`config.mk`:
```
export PLATFORM = sky130hd
export DESIGN_NAME = hdlc_hdr_parser
export DESIGN_NICKNAME = d
export VERILOG_FILES = /design/src/rtl/hdlc_hdr_pkg.sv /design/src/rtl/hdlc_pos_counter.sv /design/src/rtl/hdlc_ctrl_decode.sv /design/src/rtl/hdlc_octet_hist.sv /design/src/rtl/hdlc_hdr_parser.sv
export SDC_FILE = /design/constraint.sdc
export NUM_CORES = 1
export LEC_CHECK = 0
export ABC_CLOCK_PERIOD_IN_PS = 5520
export BUFFER_PORTS_ARGS = -buffer_cell sky130_fd_sc_hd__buf_2
export CAP_MARGIN = 20
export CORE_ASPECT_RATIO = 0.6
export CORE_MARGIN = 5
export CORE_UTILIZATION = 60
export DETAILED_ROUTE_END_ITERATION = 8
export HOLD_SLACK_MARGIN = 0.08
export PLACE_DENSITY_LB_ADDON = 0.3
export SLEW_MARGIN = 20
export SYNTH_ARGS = -nofsm -noshare
export SYNTH_HDL_FRONTEND = slang
export SYNTH_HIERARCHICAL = 1
export SYNTH_SLANG_ARGS = --single-unit
```
`constraint.sdc`:
```
create_clock -name clk_i -period 5.52 [get_ports clk_i]
set_clock_uncertainty 0.15 [all_clocks]
set_input_delay 0.552 -clock clk_i [delete_from_list [all_inputs] [get_ports clk_i]]
set_output_delay 0.552 -clock clk_i [all_outputs]
set_load 0.03 [all_outputs]
```
`src/rtl/hdlc_hdr_pkg.sv`:
```
package hdlc_hdr_pkg;
  localparam int SEQ_W = 7;
  localparam int OFF_W = 3;

  typedef enum logic [1:0] {
    FT_I = 2'b00,
    FT_S = 2'b01,
    FT_U = 2'b10
  } frame_t;

  localparam logic [1:0] MODE_SEQ8 = 2'b00;

  typedef struct packed {
    frame_t             ftype;
    logic [SEQ_W-1:0]   ns;
    logic [SEQ_W-1:0]   nr;
    logic               pf;
    logic [1:0]         s_code;
    logic [4:0]         u_mod;
    logic               rsvd_warn;
  } hdr_fields_t;
endpackage

```
`src/rtl/hdlc_pos_counter.sv`:
```
module hdlc_pos_counter #(
  parameter int CNT_W = 12
) (
  input  logic             clk_i,
  input  logic             rst_ni,
  input  logic             byte_valid_i,
  input  logic             sof_i,
  input  logic             eof_i,
  output logic             take_o,
  output logic [CNT_W-1:0] pos_o
);
  logic             in_frame_q;
  logic [CNT_W-1:0] cnt_q;

  assign take_o = byte_valid_i && (sof_i || in_frame_q);
  assign pos_o  = sof_i ? '0 : cnt_q;

  always_ff @(posedge clk_i or negedge rst_ni) begin
    if (!rst_ni) begin
      in_frame_q <= 1'b0;
      cnt_q      <= '0;
    end else if (take_o) begin
      in_frame_q <= !eof_i;
      // saturate on very long frames
      if (pos_o != '1) cnt_q <= pos_o + CNT_W'(1);
      else             cnt_q <= pos_o;
    end
  end
endmodule

```
`src/rtl/hdlc_ctrl_decode.sv`:
```
module hdlc_ctrl_decode
  import hdlc_hdr_pkg::*;
(
  input  logic        ext_seq_i,
  input  logic [7:0]  c0_i,
  input  logic [7:0]  c1_i,
  output hdr_fields_t fld_o,
  output logic        two_oct_o
);
  always_comb begin
    fld_o = '0;
    if (!c0_i[0])      fld_o.ftype = FT_I;
    else if (!c0_i[1]) fld_o.ftype = FT_S;
    else               fld_o.ftype = FT_U;

    unique case (fld_o.ftype)
      FT_I: begin
        if (ext_seq_i) begin
          fld_o.ns = c0_i[7:1];
          fld_o.nr = c1_i[7:1];
          fld_o.pf = c1_i[0];
        end else begin
          fld_o.ns = SEQ_W'(c0_i[3:1]);
          fld_o.nr = SEQ_W'(c0_i[7:5]);
          fld_o.pf = c0_i[4];
        end
      end
      FT_S: begin
        fld_o.s_code = c0_i[3:2];
        if (ext_seq_i) begin
          fld_o.nr        = c1_i[7:1];
          fld_o.pf        = c1_i[0];
          fld_o.rsvd_warn = |c0_i[7:4];
        end else begin
          fld_o.nr = SEQ_W'(c0_i[7:5]);
          fld_o.pf = c0_i[4];
        end
      end
      default: begin
        fld_o.u_mod = {c0_i[7:5], c0_i[3:2]};
        fld_o.pf    = c0_i[4];
      end
    endcase
  end

  assign two_oct_o = ext_seq_i && (fld_o.ftype != FT_U);
endmodule

```
`src/rtl/hdlc_octet_hist.sv`:
```
module hdlc_octet_hist (
  input  logic        clk_i,
  input  logic        rst_ni,
  input  logic        take_i,
  input  logic [7:0]  byte_i,
  output logic [15:0] last2_o
);
  logic [7:0] prev_q;

  always_ff @(posedge clk_i or negedge rst_ni) begin
    if (!rst_ni)     prev_q <= '0;
    else if (take_i) prev_q <= byte_i;
  end

  assign last2_o = {prev_q, byte_i};
endmodule

```
`src/rtl/hdlc_hdr_parser.sv`:
```
module hdlc_hdr_parser
  import hdlc_hdr_pkg::*;
#(
  parameter int CNT_W = 12
) (
  input  logic             clk_i,
  input  logic             rst_ni,
  input  logic [1:0]       mode_i,
  input  logic             byte_valid_i,
  input  logic [7:0]       byte_i,
  input  logic             sof_i,
  input  logic             eof_i,
  output logic             hdr_valid_o,
  output logic [1:0]       frame_type_o,
  output logic [6:0]       ns_o,
  output logic [6:0]       nr_o,
  output logic             pf_o,
  output logic [1:0]       s_code_o,
  output logic [4:0]       u_mod_o,
  output logic             rsvd_warn_o,
  output logic [2:0]       info_off_o,
  output logic             frame_done_o,
  output logic [CNT_W-1:0] info_len_o,
  output logic [15:0]      fcs_o,
  output logic             short_err_o
);
  logic             take;
  logic [CNT_W-1:0] pos;
  logic [1:0]       mode_q, mode_eff;
  logic             ext_seq;
  logic [CNT_W-1:0] addr_len;
  logic             at_c0, last_ctrl, two_oct;
  logic [7:0]       c0_q, c0_eff;
  hdr_fields_t      dec, fld_q;
  logic [OFF_W-1:0] hdr_len_d, hdr_len_q;
  logic [CNT_W-1:0] hdr_len_w;
  logic             hdr_known_q, room_ok;
  logic [15:0]      last2;
  logic             hv_q, done_q, err_q;
  logic [CNT_W-1:0] info_len_q;
  logic [15:0]      fcs_q;

  hdlc_pos_counter #(.CNT_W(CNT_W)) u_pos (
    .clk_i, .rst_ni, .byte_valid_i, .sof_i, .eof_i,
    .take_o(take), .pos_o(pos)
  );

  hdlc_octet_hist u_hist (
    .clk_i, .rst_ni, .take_i(take), .byte_i, .last2_o(last2)
  );

  assign mode_eff = sof_i ? mode_i : mode_q;
  assign ext_seq  = (mode_eff != MODE_SEQ8);
  assign addr_len = mode_eff[1] ? CNT_W'(2) : CNT_W'(1);
  assign at_c0    = (pos == addr_len);
  assign c0_eff   = at_c0 ? byte_i : c0_q;

  hdlc_ctrl_decode u_dec (
    .ext_seq_i(ext_seq), .c0_i(c0_eff), .c1_i(byte_i),
    .fld_o(dec), .two_oct_o(two_oct)
  );

  assign last_ctrl = take && (two_oct ? (pos == addr_len + CNT_W'(1)) : at_c0);
  assign hdr_len_d = OFF_W'(addr_len) + (two_oct ? OFF_W'(2) : OFF_W'(1));
  assign hdr_len_w = CNT_W'(hdr_len_q);
  // header known and header+2 octets present once pos reaches hdr_len+1
  assign room_ok   = hdr_known_q && (pos >= hdr_len_w + CNT_W'(1));

  always_ff @(posedge clk_i or negedge rst_ni) begin
    if (!rst_ni) begin
      mode_q      <= '0;
      c0_q        <= '0;
      fld_q       <= '0;
      hdr_len_q   <= '0;
      hdr_known_q <= 1'b0;
    end else if (take) begin
      if (sof_i) begin
        mode_q      <= mode_i;
        hdr_known_q <= 1'b0;
      end
      if (at_c0) c0_q <= byte_i;
      if (last_ctrl) begin
        fld_q       <= dec;
        hdr_len_q   <= hdr_len_d;
        hdr_known_q <= 1'b1;
      end
    end
  end

  always_ff @(posedge clk_i or negedge rst_ni) begin
    if (!rst_ni) begin
      hv_q       <= 1'b0;
      done_q     <= 1'b0;
      err_q      <= 1'b0;
      info_len_q <= '0;
      fcs_q      <= '0;
    end else begin
      hv_q   <= take && hdr_known_q && (pos == hdr_len_w + CNT_W'(1));
      done_q <= take && eof_i && room_ok;
      err_q  <= take && eof_i && !room_ok;
      if (take && eof_i && room_ok) begin
        info_len_q <= pos - hdr_len_w - CNT_W'(1);
        fcs_q      <= last2;
      end
    end
  end

  assign hdr_valid_o  = hv_q;
  assign frame_type_o = fld_q.ftype;
  assign ns_o         = fld_q.ns;
  assign nr_o         = fld_q.nr;
  assign pf_o         = fld_q.pf;
  assign s_code_o     = fld_q.s_code;
  assign u_mod_o      = fld_q.u_mod;
  assign rsvd_warn_o  = fld_q.rsvd_warn;
  assign info_off_o   = hdr_len_q;
  assign frame_done_o = done_q;
  assign info_len_o   = info_len_q;
  assign fcs_o        = fcs_q;
  assign short_err_o  = err_q;
endmodule

```
==> results_dict.tcl <==
set metrics [dict create \
    status "complete, no violations" \
    synth_edf_count 0 \
    hold_depth 2 \
    min_path_type "in -> reg" \
    cts-resized-gates 0 \
    yosys_warnings 6 \
    ys_async_sr_fraction_pct 100 \
    numCtsBuffers 9 \
    htree_num_levels 3 \
    r2r_slack_ns 1.04 \
    drc 0 \
    clock_latency_ns 0.34 \
    min_period_ns 4.55 \
    synth_cell_type_count 59 \
    syn-cell-area_mm2 0.00481 \
    hold_start "eof_i" \
    stdcell_count 564 \
    finalSetupTns_ns 0 \
    worst_pin_slew_ns 0.832 \
    finalSetupViolations 0 \
    power_mw 2.96 \
    synth_cells 382 \
    end_kind "flop" \
    hold_viol 0 \
    final_common_cell "dfrtp_1" \
    slew_viol_final 0 \
    peakVddDrop_mv 0.243 \
    cts_hold_buf 1 \
    vias 3249 \
    die_w_um 126 \
    fin_crit_sh_pct 82.3 \
    max_freq_mhz 220 \
    die-area_mm2 0.00997 \
    min_to "u_pos/in_frame_q$_DFFE_PN0P_" \
    whs_ns 0.266 \
    area_growth_pct 13.9 \
    grt_pass1_wl_um 17000 \
    fp.dieH_um 79.4 \
    dp.final_hpwl_um 7610 \
    met1_usage_pct 32.5 \
    coreArea_mm2 0.00785 \
    rows 25 \
    drt_iter0_drc 229 \
    critPathMaxFanout 30 \
    antenna_found_initial 0 \
    portBuffers 73 \
    ant_nets 0 \
    rsz0062_at_grt "no" \
    root_buffer "clkbuf_16" \
    drive_gt1_share_pct 40.4 \
    power.density_mw_per_mm2 540 \
    crit_type "in -> reg" \
    grt.overflow.total 0 \
    reg2regPathDepth 11 \
    cts_tree "built" \
    regToRegEndpoint "nr_o[2]$_DFFE_PN0P_" \
    start_kind "input port" \
    dp.cells 547 \
    worstPathRequired_ns 5.59 \
    final_cell_mix "91 x dfrtp_1, 72 x buf_2, 42 x mux2_2, 37 x mux2_4, 25 x nand2_1" \
    cts.sinks 91 \
    met2_usage_pct 31.6 \
    nNetsFinal 478 \
    synth_nets 409 \
    initial_core_util_pct 61.3 \
    diodes 0 \
    synth_area_per_cell_um2 12.6 \
    wl_per_cell_um 18.4 \
    clockBufferDepth 2 \
    met3_usage_pct 5.04 \
    grt_usage_pct 21.8 \
    cts_setup_buffers 0 \
    synth_seq_area_share_pct 47.3 \
    p_leak_nw 2.83 \
    ys.flop_type "dfrtp_1" \
    grt_pass1_vias 3252 \
    grt_max_degree 68 \
    maxSlewHeadroom_pct 44.5 \
    wirelength_um 10400 \
    gp_congestion 0.881 \
    vias_per_cell 5.76 \
    maxCapViolCount 0 \
    path_clk_slew_ns 0.07 \
    firstDrtPassIters 4 \
    r2r_start "u_pos/cnt_q[1]$_DFFE_PN0P_" \
    pin_count 74 \
    ys_ff_latch 91 \
    busiest_layer "met1" \
    worstPathArrival_ns 4.62 \
]
power by group:
| part | internal [mW] | leakage (nW) | total [mW] | switching, mW |
|---|---|---|---|---|
| combinational | 0.540 | 1.52 | 1.32 | 0.783 |
| clock | 0.317 | 0.138 | 0.595 | 0.278 |
| sequential | 0.895 | 1.17 | 1.04 | 0.145 |
registers in the layout, summed over array words and instances, names as in the netlist, 2 cells and up:
| signal | count |
|---|---|
| s_code_o | 2 |
| frame_type_o | 2 |
| u_mod_o | 5 |
| u_hist/prev_q | 8 |
| mode_q | 2 |
| u_pos/cnt_q | 12 |
| c0_q | 8 |
| ns_o | 7 |
| fcs_o | 16 |
| nr_o | 7 |
| info_off_o | 3 |
| info_len_o | 12 |
stage by stage:
step                      util (%)  instance area (um2)  worst slack, ns
after CTS                     69.8                 5480             1.03
after global routing          69.8                 5480            0.663
after floorplan                  -                 4810             1.33
final                         69.8                 5480            0.975
after global placement        66.0                 5180            0.867
after detailed placement      66.0                 5180            0.684
synth_stat cells (all sizes together), types with 3 or more instances:
cell / count / area [um2]
dfrtp: 91 / 2280
mux2: 83 / 1070
nand2: 25 / 93.8
buf: 19 / 156
nor2b: 19 / 119
nor2: 18 / 80.1
and2: 11 / 70.1
ha: 11 / 138
inv: 10 / 37.5
and3: 7 / 45.1
nand4: 7 / 43.8
xor2: 7 / 61.3
nor4: 6 / 73.8
xnor2: 6 / 52.6
a21oi: 5 / 25.0
mux2i: 5 / 50.1
o21ai: 5 / 28.8
nor3: 4 / 20.0
nand3: 3 / 15.0
nand3b: 3 / 22.5
nand4b: 3 / 32.5
or4: 3 / 22.5
logic make-up after synthesis:
| kind of cell | Yosys count | share of synthesized area (%) |
|---|---|---|
| mux | 88 | 23.4 |
| simple gates | 121 | 15.3 |
| fa+ha+maj | 12 | 3.28 |
| buf+inv | 29 | 4.03 |
| xor+xnor | 13 | 2.37 |
| flops | 91 | 47.3 |
| compound gates | 28 | 4.34 |
worst max path at each step:
stage,endpoint,depth (start not counted),startpoint
finish,nr_o[2]$_DFFE_PN0P_,12,sof_i
global route,frame_type_o[0]$_DFFE_PN0P_,12,sof_i
CTS,nr_o[2]$_DFFE_PN0P_,12,sof_i
detailed placement,u_mod_o[2]$_DFFE_PN0P_,12,sof_i
global placement,u_mod_o[0]$_DFFE_PN0P_,12,sof_i
floorplan,frame_type_o[0]$_DFFE_PN0P_,13,sof_i
layer usage:
metal / part of all wire [%] / vias to the layer above
met3: 6.2 / 10
met5: 0 / -
li1: - / 1500
met4: 1.0 / 0
met1: 50 / 1630
met2: 43 / 109
cell type report:
type	instances	area, um2
clock buffers	9	225
clock inverters	7	66.3
fillers	584	2370
inverters	10	37.5
multi-input cells	262	2340
flip-flops and latches	91	2280
well taps	108	135
repair buffers	77	400
worst max-delay path: stages:
cell and delay (ns):
buf_2 0.25, nor2b_1 0.69, nor2b_1 0.27, a22oi_2 0.11
nor4_4 0.53, mux2_2 0.50, a21boi_2 0.44, or3b_1 0.19
a21o_1 0.11, a31o_2 0.14, buf_4 0.45, mux2_4 0.35
Note: power is estimated with default switching activity, not from simulation.
